--- config.mk ---
export PLATFORM = sky130hd
export DESIGN_NAME = quad_irq_combiner
export DESIGN_NICKNAME = d
export VERILOG_FILES = /design/src/rtl/irq_agg_pkg.sv /design/src/rtl/irq_chan_arb.sv /design/src/rtl/irq_glb_ctrl.sv /design/src/rtl/quad_irq_combiner.sv
export SDC_FILE = /design/constraint.sdc
export NUM_CORES = 1
export LEC_CHECK = 0
export BUFFER_PORTS_ARGS = -buffer_cell sky130_fd_sc_hd__buf_2
export CAP_MARGIN = 20
export CELL_PAD_IN_SITES_DETAIL_PLACEMENT = 1
export CELL_PAD_IN_SITES_GLOBAL_PLACEMENT = 1
export CORE_UTILIZATION = 31
export DETAILED_ROUTE_END_ITERATION = 7
export PLACE_DENSITY = 0.73
export RECOVER_POWER = 100
export REMOVE_ABC_BUFFERS = 1
export SETUP_SLACK_MARGIN = 0.1
export SYNTH_ARGS = -nofsm -noshare
export SYNTH_HDL_FRONTEND = slang
export SYNTH_SLANG_ARGS = --single-unit
export TNS_END_PERCENT = 1
--- constraint.sdc ---
create_clock -name clk -period 1.5 [get_ports clk]
set_clock_uncertainty 0.15 [all_clocks]
set_input_delay 0.075 -clock clk [delete_from_list [all_inputs] [get_ports clk]]
set_output_delay 0.075 -clock clk [all_outputs]
set_load 0.03 [all_outputs]
--- src/rtl/irq_agg_pkg.sv ---
package irq_agg_pkg;
  localparam int unsigned REG_AW = 2;
  localparam int unsigned REG_DW = 8;

  typedef enum logic [REG_AW-1:0] {
    RA_MASK  = 2'd0,
    RA_STAT  = 2'd1,
    RA_ID_LO = 2'd2,
    RA_ID_HI = 2'd3
  } reg_addr_e;

  localparam int unsigned ID_SLOT_W    = 4;
  localparam int unsigned IDS_PER_BYTE = REG_DW / ID_SLOT_W;
endpackage

--- src/rtl/irq_chan_arb.sv ---
module irq_chan_arb #(
  parameter int unsigned N_CAUSE = 6,
  parameter int unsigned ID_W    = 3
) (
  input  logic               clk,
  input  logic               rst_n,
  input  logic [N_CAUSE-1:0] req,
  output logic [ID_W-1:0]    id_q,
  output logic               irq
);
  localparam logic [ID_W-1:0] ID_IDLE = '0;
  localparam logic [ID_W-1:0] ID_MAX  = ID_W'(N_CAUSE);

  // Highest priority is the lowest index; the code is index plus one.
  function automatic logic [ID_W-1:0] top_cause(input logic [N_CAUSE-1:0] r);
    logic [ID_W-1:0] v;
    v = ID_IDLE;
    for (int i = N_CAUSE - 1; i >= 0; i--) begin
      if (r[i]) v = ID_W'(i + 1);
    end
    return v;
  endfunction

  logic [ID_W-1:0] id_next;
  assign id_next = top_cause(req);

  always_ff @(posedge clk or negedge rst_n) begin
    if (!rst_n) id_q <= ID_IDLE;
    else        id_q <= id_next;
  end

  assign irq = (id_q != ID_IDLE);

  p_top_cause_wins_r2: assert property (@(posedge clk) disable iff (!rst_n)
    ($past(rst_n) && $past(req[0])) |-> (id_q == ID_W'(1)));

  p_clear_when_idle_r3: assert property (@(posedge clk) disable iff (!rst_n)
    ($past(rst_n) && ($past(req) == '0)) |-> (id_q == ID_IDLE && !irq));

  p_id_in_range_r2: assert property (@(posedge clk) disable iff (!rst_n)
    id_q <= ID_MAX);

  p_pending_follows_r1: assert property (@(posedge clk) disable iff (!rst_n)
    ($past(rst_n) && ($past(req) != '0)) |-> irq);
endmodule

--- src/rtl/irq_glb_ctrl.sv ---
module irq_glb_ctrl #(
  parameter int unsigned N_CH = 4
) (
  input  logic            clk,
  input  logic            rst_n,
  input  logic            wr_mask,
  input  logic [N_CH-1:0] wdata,
  input  logic [N_CH-1:0] pend,
  output logic [N_CH-1:0] mask_q,
  output logic            glb_q
);
  logic [N_CH-1:0] route;
  logic            any_route;

  assign route     = pend & mask_q;
  assign any_route = |route;

  always_ff @(posedge clk or negedge rst_n) begin
    if (!rst_n) begin
      mask_q <= '0;
      glb_q  <= 1'b0;
    end else begin
      if (wr_mask) mask_q <= wdata;
      glb_q <= any_route;
    end
  end

  p_mask_load_r7: assert property (@(posedge clk) disable iff (!rst_n)
    wr_mask |=> (mask_q == $past(wdata)));

  p_mask_hold_r10: assert property (@(posedge clk) disable iff (!rst_n)
    !wr_mask |=> $stable(mask_q));

  p_glb_tracks_r5: assert property (@(posedge clk) disable iff (!rst_n)
    $past(rst_n) |-> (glb_q == $past(|(pend & mask_q))));

  p_masked_quiet_r8: assert property (@(posedge clk) disable iff (!rst_n)
    ($past(rst_n) && $past(mask_q) == '0) |-> !glb_q);
endmodule

--- src/rtl/quad_irq_combiner.sv ---
module quad_irq_combiner
  import irq_agg_pkg::*;
#(
  parameter int unsigned N_CH    = 4,
  parameter int unsigned N_CAUSE = 6,
  parameter int unsigned ID_W    = 3
) (
  input  logic                    clk,
  input  logic                    rst_n,
  input  logic [N_CH*N_CAUSE-1:0] cause_req,
  input  logic [1:0]              reg_addr,
  input  logic                    reg_we,
  input  logic [7:0]              reg_wdata,
  output logic [7:0]              reg_rdata,
  output logic [N_CH-1:0]         ch_irq,
  output logic                    glb_irq
);
  localparam int unsigned ID_BASE = 2;

  logic [ID_W-1:0] ch_id [N_CH];
  logic [N_CH-1:0] mask_q;
  logic            wr_mask;

  for (genvar c = 0; c < N_CH; c++) begin : g_chan
    irq_chan_arb #(.N_CAUSE(N_CAUSE), .ID_W(ID_W)) u_arb (
      .clk   (clk),
      .rst_n (rst_n),
      .req   (cause_req[c*N_CAUSE +: N_CAUSE]),
      .id_q  (ch_id[c]),
      .irq   (ch_irq[c])
    );
  end

  assign wr_mask = reg_we && (reg_addr == RA_MASK);

  irq_glb_ctrl #(.N_CH(N_CH)) u_glb (
    .clk     (clk),
    .rst_n   (rst_n),
    .wr_mask (wr_mask),
    .wdata   (reg_wdata[N_CH-1:0]),
    .pend    (ch_irq),
    .mask_q  (mask_q),
    .glb_q   (glb_irq)
  );

  always_comb begin
    reg_rdata = '0;
    if (reg_addr == RA_MASK)      reg_rdata[N_CH-1:0] = mask_q;
    else if (reg_addr == RA_STAT) reg_rdata[N_CH-1:0] = ch_irq;
    else begin
      for (int c = 0; c < N_CH; c++) begin
        if (reg_addr == 2'(ID_BASE + c / IDS_PER_BYTE))
          reg_rdata[(c % IDS_PER_BYTE)*ID_SLOT_W +: ID_W] = ch_id[c];
      end
    end
  end

  p_status_unmasked_r6: assert property (@(posedge clk) disable iff (!rst_n)
    (reg_addr == RA_STAT) |-> (reg_rdata == 8'(ch_irq)));

  p_glb_needs_pending_r5: assert property (@(posedge clk) disable iff (!rst_n)
    glb_irq |-> $past(ch_irq) != '0);
endmodule

# After elaboration in Yosys (flattened, before gate mapping)
# Index checks and enable logic that the tools add are counted.
[totals] ramBits=0 inputBits=37 mem_count=0 mem_bits_ro=0 reg_bits=17 latchBits=0 elab_cells=50
[op_classes] n_shift=0 n_bitwise=1 reduce_logical=7 addsub=0 n_eq_ne=3 multipliers=0 n_div=0 muxes=33 n_lt_le_gt_ge=0
[ops] operator="$mux 3" count=31
[ops] operator="$reduce_bool 3->1" count=4
[ops] operator="$and 4x4->4" count=1
[ops] operator="$eq 2x2->1 const B" count=2
[ops] operator="$mux 4" count=1
[ops] operator="$reduce_or 4->1" count=1
[ops] operator="$eq 2x1->1 const B" count=1
[ops] operator="$logic_not 2->1" count=1
[ops] operator="$logic_and 1x1->1" count=1
[ops] operator="$mux 1" count=1

# Depth between registers and ports, before layout
[depth] word_depth=6 ltp_mapped=3

# Cells and area by module
# Synthesis repeated with hierarchy kept, for this count alone.
[hier_totals] cells_unflattened=75 area_unflattened_um2=869.6
[modules_own_cells] mod="irq_chan_arb" area_each_um2=130.1 cells_per_inst=12 n_inst=4
[modules_own_cells] mod="irq_glb_ctrl" area_each_um2=188.9 cells_per_inst=12 n_inst=1
[modules_own_cells] mod="quad_irq_combiner" area_each_um2=160.2 cells_per_inst=15 n_inst=1

# Worst setup path after synthesis
# OpenSTA, ideal clock, no wires.
[synth_path] kind="register to output" startpoint="register g_chan[1].u_arb.id_q[1]" endpoint="output reg_rdata[1]" required_ns=1.275 path_slack_ns=-0.023 stages_incl_launch_ff=3 arrival_ns=1.298 path_cell_list="dfrtp_1 > or3_4 > mux4_2"
[synth_via] elab_chain_cells=3
[synth_lines] element="start, declared" line_no="irq_chan_arb.sv:8" rtl="output logic [ID_W-1:0] id_q,"
[synth_lines] element="start signal, assigned" line_no="irq_chan_arb.sv:29" rtl="else id_q <= id_next;"
[synth_lines] element="$reduce_bool 3->1" line_no="irq_chan_arb.sv:32" rtl="assign irq = (id_q != ID_IDLE);"
[synth_lines] element="net g_chan[1].u_arb.irq" line_no="irq_chan_arb.sv:9" rtl="output logic irq"
[synth_lines] element="$mux 3" line_no="quad_irq_combiner.sv:49" rtl="else if (reg_addr == RA_STAT) reg_rdata[N_CH-1:0] = ch_irq;"
[synth_lines] element="$mux 4" line_no="quad_irq_combiner.sv:48" rtl="if (reg_addr == RA_MASK) reg_rdata[N_CH-1:0] = mask_q;"
[synth_lines] element="end, declared" line_no="quad_irq_combiner.sv:14" rtl="output logic [7:0] reg_rdata,"
# The timed path passes the listed nets, and every way through them passes these cells.

# Worst setup path in the final report
[layout_path] startpoint="register g_chan[1].u_arb.id_q[0]" endpoint="output reg_rdata[1]"
[layout_via] elab_chain_cells=3
[layout_lines] element="$reduce_bool 3->1" line_no="irq_chan_arb.sv:32"
[layout_lines] element="$mux 3" line_no="quad_irq_combiner.sv:49"
[layout_lines] element="$mux 4" line_no="quad_irq_combiner.sv:48"
# No other way between the ends.

==> impl_metrics.tcl <==
set metrics [dict create \
    p_int_mw 0.8115 \
    critical_path_arrival_ps 1700 \
    p_leak_nw 0.7002 \
    die_w_um 55.53 \
    drc 0 \
    pre_cts_slack_ps -116.3 \
    finalWirelength_um 2777 \
    slowest_stage "mux4_2" \
    ys_async_sr_fraction 1.000 \
    layout_common_cells "dlygate4sd3_1 (30), buf_2 (23), dfrtp_1 (17), clkbuf_1 (10), nor2_1 (9)" \
    antenna_found_initial 0 \
    crit_fanout 2 \
    initial_utilization 0.3249 \
    end_kind "output pin" \
    grt_max_degree 18 \
    pwr-share-seq 0.456 \
    register_area_um2 425.4 \
    portBuffers 44 \
    slew_violations 0 \
    drive_above_1_share 0.3544 \
    power.total_mw 1.166 \
    status "finished, violations left" \
    rsz0062_at_grt "yes" \
    drtPass1Iterations 4 \
    cts_tree "built" \
    cpPeakStageDelay_ps 480 \
    violations "setup timing" \
    dp_hpwl_um 1826 \
    synth-seq-cells 17 \
    cts_made_buffers 3 \
    coreArea_um2 2734 \
    fill_cells 314 \
    setup_slack_ps -425.3 \
    num_vias 912 \
    layout_commonest_cell "dlygate4sd3_1" \
    drv_cap 0 \
    synthCells 79 \
    syn_area_per_cell_um2 11.24 \
    netSwitchingFraction 0.3040 \
    final_util 0.5588 \
    insertion_delay_ps 280 \
    synth_cell_type_count 20 \
    drt-initial-drc-count 12 \
    finalNetCount 196 \
    clock.fmax_mhz 519.4 \
    vdd_drop_max_v 0.0005130 \
    syn-cell-area_um2 888.4 \
    critical_path_class "reg -> out" \
    path_cells "or3_4, mux4_2, buf_6" \
    switching_power_mw 0.3545 \
    drtAntennaViolNets 0 \
    area.growth.synth_to_final_pct 71.97 \
    yosysWarnings 0 \
    clkPwrFrac 0.206 \
    die_area_um2 3084 \
    clkSinkCount 17 \
    overflow 0 \
    rrSetupSlack_ps 60 \
    h-tree-depth 1 \
    setup_viol 7 \
    crit_required_ps 1270 \
    synth_ff_type "dfrtp_1" \
    track_usage 0.1902 \
    finalCritPeriodShare 1.284 \
    synth-edff-count 0 \
    hold_path.class "in -> reg" \
    grt_pass1_vias 1037 \
    maxSlewHeadroom 0.3993 \
    cp-start-kind "flop" \
    worstMarginPinSlew_ps 901.0 \
    post_drt_wl_per_cell_um 14.69 \
    die_h_um 55.53 \
    finalHoldViolations 0 \
    period_needed_ps 1925 \
    multiInputGateArea_um2 410.4 \
    clkSlewWorstSetupHoldPaths_ps 100 \
    diodes 0 \
    num_rows 19 \
    grt_pass1_wl_um 4581 \
    ios 50 \
    avgViaCountPerCell 4.825 \
    cts_max_path_buffers 2 \
    root_buffer "clkbuf_4" \
    routabilityCongestion 0.7545 \
    ys_seq_area_frac 0.4789 \
    pwr-share-comb 0.338 \
    power_density_nw_per_um2 763.2 \
]
[routing by layer]
layer  part of all wire  global-route usage  up-vias
met5                  0                   0        -
met4             0.0076             0.04286        0
met3              0.029             0.02342        2
met2               0.59              0.3959       32
met1               0.37              0.1958      438
li1                   -                   -      440
[kinds of logic after synthesis]
group                  count (synthesis)  synth area share
and+or+nand+nor                       26            0.1732
DFF                                   17            0.4789
AOI/OAI and AO/OA                     14            0.1070
muxes                                 11            0.1718
buffers and inverters                 10           0.06478
other                                  1          0.004221
[worst paths after layout]
kind | cells after the start | from | end
worst min-delay path | 4 | cause_req[3] | g_chan[0].u_arb.id_q[0]
worst max-delay path | 3 | g_chan[1].u_arb.id_q[0] | reg_rdata[1]
worst min register to register | 2 | u_glb.mask_q[0] | u_glb.glb_q
min in group asynchronous | 2 | rst_n | g_chan[1].u_arb.id_q[1]
worst max register to register | 4 | g_chan[1].u_arb.id_q[0] | u_glb.glb_q
max in group asynchronous | 2 | rst_n | g_chan[0].u_arb.id_q[1]
[state kept, by name (all words and copies together) (netlist names)]
register,flops
u_glb.glb_q,1
u_glb.mask_q,4
g_chan.u_arb.id_q,12
[cells in the mapped netlist (2+ instances only)]
cell / n / area (um^2)
a211oi_1: 4 / 30.03
nor3_1: 4 / 20.02
o21bai_1: 4 / 30.03
nor4_1: 4 / 25.02
or3_4: 3 / 33.78
mux2_2: 4 / 45.04
dfrtp_1: 17 / 425.4
buf_4: 5 / 37.54
mux2i_1: 4 / 40.04
inv_1: 4 / 15.01
nor2_1: 9 / 33.78
a22oi_1: 2 / 15.01
mux4_2: 3 / 67.56
nor2b_1: 3 / 18.77
a21oi_1: 4 / 20.02
[critical path, delay by kind of cell (launching register included)]
kind / cells / cell delay [ps]
mux: 1 / 480
buf+inv: 1 / 160
flops: 1 / 400
simple gates: 1 / 380
[power by group through the flow]
stage / registers [mW] / logic (mW) / clock network (mW)
after floorplan: 0.539 / 0.161 / 0
after global placement: 0.536 / 0.282 / 0
after detailed placement: 0.538 / 0.296 / 0
after CTS: 0.529 / 0.387 / 0.247
after global routing: 0.538 / 0.425 / 0.270
final: 0.532 / 0.394 / 0.240
[per-stage QoR]
step | TNS, ps | hold WS, ps | area, um^2 | instances
2_1_floorplan | -296.5 | -370.6 | 845.8 | 73
3_3_place_gp | -264.0 | -144.6 | 1127 | 151
3_5_place_dp | -341.8 | -133.3 | 1127 | 151
4_1_cts | -1675 | 1.411 | 1508 | 185
5_1_grt | -2003 | 12.22 | 1528 | 189
6_report | -1641 | 9.739 | 1528 | 189
[timing repair]
item | in CTS | in global routing
gates resized for setup | 16 | 3
hold buffers | 30 | 0
setup endpoints to repair | 9 | 9
pin swaps | 1 | 2
gates cloned | 0 | 0
buffers inserted | 0 | 4
hold endpoints to repair | 33 | 0
[area by class of cell]
cell class,instances,area share
flip-flops and latches,17,0.2785
multi-input cells,52,0.2686
inverters,4,0.009828
well taps,31,0.02539
repair buffers,81,0.3997
clock buffers,3,0.01474
clock inverters,1,0.003276
Power figures use the tool's default switching activity.
